$ cat src/rtl/lif_pkg.sv
package lif_pkg;
  localparam int LIF_VMEM_W  = 18;
  localparam int LIF_PARAM_W = 9;
  localparam int LIF_NTYPES  = 3;

  typedef enum logic [2:0] {
    SEL_W0   = 3'd0,
    SEL_W1   = 3'd1,
    SEL_W2   = 3'd2,
    SEL_LEAK = 3'd3,
    SEL_THR  = 3'd4
  } cfg_sel_e;
endpackage

$ cat src/rtl/lif_cfg_regs.sv
module lif_cfg_regs
  import lif_pkg::*;
#(
  parameter int PW     = LIF_PARAM_W,
  parameter int NTYPES = LIF_NTYPES
) (
  input  logic                   clk,
  input  logic                   rst_n,
  input  logic                   we,
  input  logic [2:0]             sel,
  input  logic [PW-1:0]          data,
  output logic [NTYPES*PW-1:0]   weights,
  output logic [PW-1:0]          leak,
  output logic [PW-1:0]          thr
);
  localparam logic [PW-1:0] THR_MAX = {1'b1, {(PW-1){1'b0}}};
  localparam logic [PW-1:0] THR_MIN = {{(PW-1){1'b0}}, 1'b1};

  logic [PW-1:0] leak_q, leak_d, thr_q, thr_d;
  logic          leak_en, thr_en;

  genvar g;
  generate
    for (g = 0; g < NTYPES; g++) begin : g_weight
      logic [PW-1:0] w_q;
      logic          w_en;
      always_comb w_en = we && (sel == 3'(g));
      always_ff @(posedge clk or negedge rst_n) begin
        if (!rst_n)    w_q <= '0;
        else if (w_en) w_q <= data;
      end
      assign weights[g*PW +: PW] = w_q;
    end
  endgenerate

  always_comb begin
    leak_en = we && (sel == SEL_LEAK);
    thr_en  = we && (sel == SEL_THR);
    leak_d  = data;
    if (data == '0)          thr_d = THR_MIN;
    else if (data > THR_MAX) thr_d = THR_MAX;
    else                     thr_d = data;
  end

  always_ff @(posedge clk or negedge rst_n) begin
    if (!rst_n) begin
      leak_q <= '0;
      thr_q  <= THR_MIN;
    end else begin
      if (leak_en) leak_q <= leak_d;
      if (thr_en)  thr_q  <= thr_d;
    end
  end

  assign leak = leak_q;
  assign thr  = thr_q;

  assert_thr_range_R3: assert property (@(posedge clk) disable iff (!rst_n)
    (thr_q != '0) && (thr_q <= THR_MAX));

  assert_unused_sel_R2: assert property (@(posedge clk) disable iff (!rst_n)
    (we && (sel > SEL_THR)) |=> ($stable(thr_q) && $stable(leak_q) && $stable(weights)));
endmodule

$ cat src/rtl/lif_accum.sv
module lif_accum
  import lif_pkg::*;
#(
  parameter int VW     = LIF_VMEM_W,
  parameter int PW     = LIF_PARAM_W,
  parameter int NTYPES = LIF_NTYPES,
  parameter int TW     = 2
) (
  input  logic signed [VW-1:0]    vmem,
  input  logic [TW-1:0]           ev_type,
  input  logic [NTYPES*PW-1:0]    weights,
  output logic signed [VW-1:0]    vmem_acc,
  output logic                    type_ok
);
  localparam logic signed [VW:0] SUM_MAX = {2'b00, {(VW-1){1'b1}}};
  localparam logic signed [VW:0] SUM_MIN = {2'b11, {(VW-1){1'b0}}};

  logic signed [PW-1:0] w_sel;
  logic signed [VW:0]   sum;

  always_comb begin
    w_sel   = '0;
    type_ok = 1'b0;
    for (int k = 0; k < NTYPES; k++) begin
      if (ev_type == TW'(k)) begin
        w_sel   = weights[k*PW +: PW];
        type_ok = 1'b1;
      end
    end
  end

  always_comb begin
    sum = {vmem[VW-1], vmem} + {{(VW+1-PW){w_sel[PW-1]}}, w_sel};
    if (!type_ok)           vmem_acc = vmem;
    else if (sum > SUM_MAX) vmem_acc = SUM_MAX[VW-1:0];
    else if (sum < SUM_MIN) vmem_acc = SUM_MIN[VW-1:0];
    else                    vmem_acc = sum[VW-1:0];
  end
endmodule

$ cat src/rtl/lif_sync_eval.sv
module lif_sync_eval
  import lif_pkg::*;
#(
  parameter int VW = LIF_VMEM_W,
  parameter int PW = LIF_PARAM_W
) (
  input  logic signed [VW-1:0] vmem,
  input  logic [PW-1:0]        leak,
  input  logic [PW-1:0]        thr,
  output logic                 fire,
  output logic signed [VW-1:0] vmem_next
);
  localparam logic signed [VW:0] SUM_MAX = {2'b00, {(VW-1){1'b1}}};

  logic signed [VW-1:0] thr_ext, base;
  logic signed [VW:0]   lsum;

  always_comb begin
    thr_ext = {{(VW-PW){1'b0}}, thr};
    fire    = vmem > thr_ext;
    base    = fire ? '0 : vmem;
    lsum    = {base[VW-1], base} + {{(VW+1-PW){leak[PW-1]}}, leak};
    if (lsum[VW])            vmem_next = '0;
    else if (lsum > SUM_MAX) vmem_next = SUM_MAX[VW-1:0];
    else                     vmem_next = lsum[VW-1:0];
  end
endmodule

$ cat src/rtl/lif_neuron_unit.sv
module lif_neuron_unit
  import lif_pkg::*;
#(
  parameter int VW     = LIF_VMEM_W,
  parameter int PW     = LIF_PARAM_W,
  parameter int NTYPES = LIF_NTYPES
) (
  input  logic          clk,
  input  logic          rst_n,
  input  logic          cfg_we,
  input  logic [2:0]    cfg_sel,
  input  logic [PW-1:0] cfg_data,
  input  logic          ev_valid,
  input  logic [1:0]    ev_type,
  input  logic          sync_strobe,
  output logic          spike,
  output logic          collide_err,
  output logic [VW-1:0] vmem
);
  localparam int TW = 2;
  localparam logic signed [VW-1:0] LEAK_MAX = {{(VW-PW+1){1'b0}}, {(PW-1){1'b1}}};

  logic rst_meta, rst_sync;
  always_ff @(posedge clk or negedge rst_n) begin
    if (!rst_n) begin
      rst_meta <= 1'b0;
      rst_sync <= 1'b0;
    end else begin
      rst_meta <= 1'b1;
      rst_sync <= rst_meta;
    end
  end

  logic [NTYPES*PW-1:0] weights;
  logic [PW-1:0]        leak, thr;

  lif_cfg_regs #(.PW(PW), .NTYPES(NTYPES)) u_cfg (
    .clk(clk), .rst_n(rst_sync), .we(cfg_we), .sel(cfg_sel), .data(cfg_data),
    .weights(weights), .leak(leak), .thr(thr)
  );

  logic signed [VW-1:0] vmem_q, vmem_d, vmem_acc, vmem_sync;
  logic                 type_ok, fire;

  lif_accum #(.VW(VW), .PW(PW), .NTYPES(NTYPES), .TW(TW)) u_acc (
    .vmem(vmem_q), .ev_type(ev_type), .weights(weights),
    .vmem_acc(vmem_acc), .type_ok(type_ok)
  );

  lif_sync_eval #(.VW(VW), .PW(PW)) u_sync (
    .vmem(vmem_q), .leak(leak), .thr(thr), .fire(fire), .vmem_next(vmem_sync)
  );

  logic vmem_en, spike_q, spike_d, err_q, err_d;

  always_comb begin
    vmem_en = sync_strobe || (ev_valid && type_ok);
    vmem_d  = vmem_q;
    if (sync_strobe)   vmem_d = vmem_sync;
    else if (ev_valid) vmem_d = vmem_acc;
    spike_d = sync_strobe && fire;
    err_d   = sync_strobe && ev_valid;
  end

  always_ff @(posedge clk or negedge rst_sync) begin
    if (!rst_sync) begin
      vmem_q  <= '0;
      spike_q <= 1'b0;
      err_q   <= 1'b0;
    end else begin
      if (vmem_en) vmem_q <= vmem_d;
      spike_q <= spike_d;
      err_q   <= err_d;
    end
  end

  assign vmem        = vmem_q;
  assign spike       = spike_q;
  assign collide_err = err_q;

  assert_spike_after_sync_R10: assert property (@(posedge clk) disable iff (!rst_sync)
    spike_q |-> $past(sync_strobe));

  assert_nonneg_after_sync_R7: assert property (@(posedge clk) disable iff (!rst_sync)
    sync_strobe |=> !vmem_q[VW-1]);

  assert_spike_resets_R6: assert property (@(posedge clk) disable iff (!rst_sync)
    spike_q |-> (vmem_q <= LEAK_MAX));

  assert_collision_flag_R9: assert property (@(posedge clk) disable iff (!rst_sync)
    (sync_strobe && ev_valid) |=> collide_err);

  assert_idle_hold_R4: assert property (@(posedge clk) disable iff (!rst_sync)
    (!sync_strobe && !ev_valid) |=> $stable(vmem_q));
endmodule

$ cat config.mk
export PLATFORM = sky130hd
export DESIGN_NAME = lif_neuron_unit
export DESIGN_NICKNAME = d
export VERILOG_FILES = /design/src/rtl/lif_pkg.sv /design/src/rtl/lif_cfg_regs.sv /design/src/rtl/lif_accum.sv /design/src/rtl/lif_sync_eval.sv /design/src/rtl/lif_neuron_unit.sv
export SDC_FILE = /design/constraint.sdc
export NUM_CORES = 1
export LEC_CHECK = 0
export ABC_AREA = 1
export BUFFER_PORTS_ARGS = -buffer_cell sky130_fd_sc_hd__buf_2
export CAP_MARGIN = 0
export CORE_MARGIN = 10
export CORE_UTILIZATION = 50
export DETAILED_ROUTE_END_ITERATION = 16
export GPL_ROUTABILITY_DRIVEN = 0
export PLACE_DENSITY_LB_ADDON = 0.05
export SLEW_MARGIN = 0
export SYNTH_ARGS = -nofsm -noshare
export SYNTH_HDL_FRONTEND = slang
export SYNTH_HIERARCHICAL = 1
export SYNTH_SLANG_ARGS = --single-unit
$ cat constraint.sdc
create_clock -name clk -period 6.2 [get_ports clk]
set_clock_uncertainty 0.15 [all_clocks]
set_input_delay 0.62 -clock clk [delete_from_list [all_inputs] [get_ports clk]]
set_output_delay 0.62 -clock clk [all_outputs]
set_load 0.01 [all_outputs]
==> results.md <==
## Status
• **result of the run** complete, no violations

## Timing
• **number of max-slew violations in the final report** 0
• **post-route setup TNS** 0 ns
• **minimum clock period** 4.44 ns
• **count of final hold-check violations** 0
• **final period utilization** 0.717
• **Fmax achieved** 225 MHz
• **setup repair after global routing missed its margin** false
• **transition time at the pin with the least slew margin** 0.855 ns
• **Post-Route Hold Slack** 0.197 ns
• **number of setup violations in the final report** 0
• **Max-slew headroom** 0.430

## Die
• **core footprint** 12,700 µm²
• **Die Y-Extent** 134 µm
• **Die Area** 18,000 µm²
• **number of rows created at floorplan** 41
• **initial core utilization** 0.514
• **horizontal die dimension** 134 µm
• **IO Count** 39

## Min path
• **class of the tightest hold or removal check** reg2reg
• **startpoint of the tightest hold check path** rst_meta
• **worst hold path endpoint** rst_sync
• **cell depth of the worst hold path** 0

## Pwr
• **Power, Total** 2.92 mW
• **Static Leak** 4.20 nW
• **worst vdd ir** 0.201 mV
• **PwrDens** 414 nW/µm²

## Yosys
• **post-synthesis area per instance** 6.23 µm²
• **area share of the largest cell type after synthesis** 0.254
• **area of the mapped netlist** 6510 µm²
• **Synth Instances** 1,045
• **post-synthesis cell type with the largest combined area** sky130_fd_sc_hd__dfrtp_1
• **count of synthesis-stage warnings from yosys** 6
• **number of synthesized register bits** 67
• **cell types occupying the most area after synthesis** sky130_fd_sc_hd__dfrtp_1, sky130_fd_sc_hd__nand2_1, sky130_fd_sc_hd__ha_1, sky130_fd_sc_hd__inv_1, sky130_fd_sc_hd__nor2_1
• **net count after synthesis** 1,111
• **sequential-to-total area share from yosys stat** 0.258
• **library cells used by synthesis** 43

## Detailed routing
• **detailed-routed wire length on met2** 8.50 mm
• **DRC violations left** 0
• **number of violations reported at the end of detailed-routing iteration 0** 409
• **detailed route wirelength on metal3** 851 µm
• **Pre-antenna DRT Iters** 5
• **number of vias in the routed layout** 6,343
• **routed wire length** 18.0 mm
• **number of routed nets with antenna violations** 0
• **highest metal layer used by the detailed router** met4
• **DR WL/cell** 14.4 µm
• **sum of routed wire segments on met1** 8.30 mm
• **Via density** 5.07

## Clock network
• **CTS H-tree depth** 3
• **clock latency on the worst-skew pair** 0.33 ns
• **root buffer selected by CTS** sky130_fd_sc_hd__clkbuf_16
• **maximum root-to-sink buffer count** 2
• **TritonCTS clock tree** done
• **clk slew on worst S/H paths** 0.06 ns
• **post-cts sizing count** 0
• **number of buffers added by the clock tree synthesis step** 9
• **clock net sink count** 67

## Setup path
• **Reg-to-Reg Start** vmem[17]
• **type of origin of the critical path** flop
• **slowest CP cell** sky130_fd_sc_hd__nand3_1
• **most frequent cell on the critical path** sky130_fd_sc_hd__nand2_1
• **FF-to-FF path depth** 24
• **critical path's top delay family** simple AND/OR/NAND/NOR gates
• **kind of end point of the critical path** flop
• **Crit Path Class** reg2reg
• **worst r2r dst** vmem[15]
• **data arrival time at the worst-slack endpoint** 4.58 ns
• **worst endpoint required time** 6.33 ns
• **largest fanout on the critical path** 17
• **longest individual stage delay on the worst path** 0.55 ns
• **cell-by-cell trace of the critical path** nor2_1 > nand2_1 > nor2_1 > o2111ai_1 > nand3_1 > nand3_1 > nand2_1 > inv_1 > ha_1 > nand2_1 > inv_1 > nand2_1 > nand2_1 > inv_1 > nand2_1 > nand2_1 > nand4_4 > nand3_1 > nand2_1 > inv_1 > nand2_1 > nand2_1 > nand2_1 > nand2_1
• **Buf+Inv Stages, Crit Path** 4
• **FF-to-FF setup slack** 1.76 ns

## Global routing
• **largest net degree at the start of global routing** 66
• **via count of the first global-routing pass** 6,076
• **antenna violations before repair** 0
• **Remaining Overflow, GRT** 0
• **gr usage total** 0.203
• **global-route wire length before repair** 29.8 mm

## Place
• **count of input and output buffers** 38
• **Inst Count DP** 1,234
• **HPWL reported at the end of detailed placement** 14.0 mm

## Finish
• **final standard cell count with taps included and fillers excluded** 1,251
• **diodes inserted** 0
• **layout overhead on the synthesized area** 8.23%
• **share of final-layout standard cells stronger than drive strength 1** 0.108
• **end-of-flow core utilization** 0.556
• **net count of the finished layout** 1,140

## Run
• **Maximum Capacitance Violations** 0

cell families (layout without fill, tap and decap cells):
logic type	after synthesis	after routing	synth area share
XOR/XNOR	19	19	0.0256
AO/OA/AOI/OAI	94	94	0.0815
flip-flops	67	67	0.258
other	2	2	0.00115
adder cells (fa/ha/maj)	47	47	0.0926
buffers and inverters	173	207	0.117
AND/OR/NAND/NOR	643	643	0.424
registers in the layout, summed over array words and instances (netlist names):
| signal | cells |
|---|---|
| u_cfg/g_weight.w_q | 27 |
| vmem | 18 |
| u_cfg/leak | 9 |
| u_cfg/thr | 9 |
| collide_err | 1 |
| rst_meta | 1 |
| rst_sync | 1 |
| spike | 1 |
final cells by class:
| class | instances | area [µm²] |
|---|---|---|
| inverter | 150 | 566 |
| fill | 1343 | 5630 |
| timing repair buffer | 41 | 215 |
| tap | 172 | 215 |
| sequential | 67 | 1680 |
| clock buffer | 10 | 229 |
| clock inverter | 6 | 73.8 |
| multi-input combinational | 805 | 4070 |
metrics by stage:
stage,area (µm²),setup WS [ns]
after detailed placement,6730,1.91
final,7050,1.76
after floorplan,6510,2.51
after global routing,7050,1.29
after CTS,7050,1.87
after global placement,6730,1.90
cell usage in the layout, fill, tap and decap left out, drive strengths merged:
cell,Yosys,layout
nand2,425,425
dfrtp,66,66
o2111ai,1,1
nor4,2,2
dlygate4sd3,0,1
o22ai,3,3
dfstp,1,1
clkbuf,4,10
a21oi,34,34
buf,19,40
xnor2,16,16
nand3b,7,7
or2,1,1
nor2,131,131
o21ai,53,53
o211ai,1,1
nand3,65,65
conb,2,2
o21bai,2,2
clkinv,1,4
fa,2,2
nor3,5,5
inv,149,151
bufinv,0,1
xor2,3,3
ha,45,45
nand4,6,6
and3,1,1
worst reg2reg max path: cells and delay by family (launching register included):
| family | cells | cell delay [ns] |
|---|---|---|
| flops | 1 | 0.51 |
| compound gates | 1 | 0.17 |
| simple gates | 18 | 2.95 |
| buf+inv | 4 | 0.29 |
| fa+ha+maj | 1 | 0.33 |
cells in the mapped netlist, drive strengths merged:
master	count
nand2	425
inv	149
nor2	131
dfrtp	66
nand3	65
o21ai	53
ha	45
a21oi	34
buf	19
xnor2	16
nand3b	7
nand4	6
nor3	5
clkbuf	4
o22ai	3
xor2	3
conb	2
fa	2
nor4	2
o21bai	2
and3	1
clkinv	1
dfstp	1
o2111ai	1
o211ai	1
or2	1
per-layer routing:
metal	global-route usage	up-vias
met5	0	-
met4	0.0623	0
met3	0.0362	28
met2	0.350	154
met1	0.252	2870
li1	-	3291
what timing repair did:
action | in CTS | in global routing
hold endpoints to repair | 2 | 0
hold buffers | 1 | 0
setup endpoints to repair | 0 | 0
setup buffers | 0 | 0
power breakdown:
group	total (mW)	internal (mW)	switching [mW]
registers	0.698	0.545	0.152
logic	1.69	0.617	1.07
clock network	0.532	0.317	0.216
total	2.92	1.48	1.44
how the worst max path moves through the flow:
| stage | from | to | slack (ns) | depth (start not counted) |
|---|---|---|---|---|
| 6_report | vmem[17] | vmem[15] | 1.76 | 24 |
| 5_1_grt | vmem[17] | vmem[3] | 1.29 | 24 |
| 4_1_cts | vmem[17] | vmem[3] | 1.87 | 24 |
| 3_5_place_dp | vmem[17] | vmem[15] | 1.91 | 24 |
| 3_3_place_gp | vmem[17] | vmem[3] | 1.90 | 24 |
| 2_1_floorplan | ev_type[1] | vmem[15] | 2.51 | 20 |
Note: power is estimated with default switching activity, not from simulation.
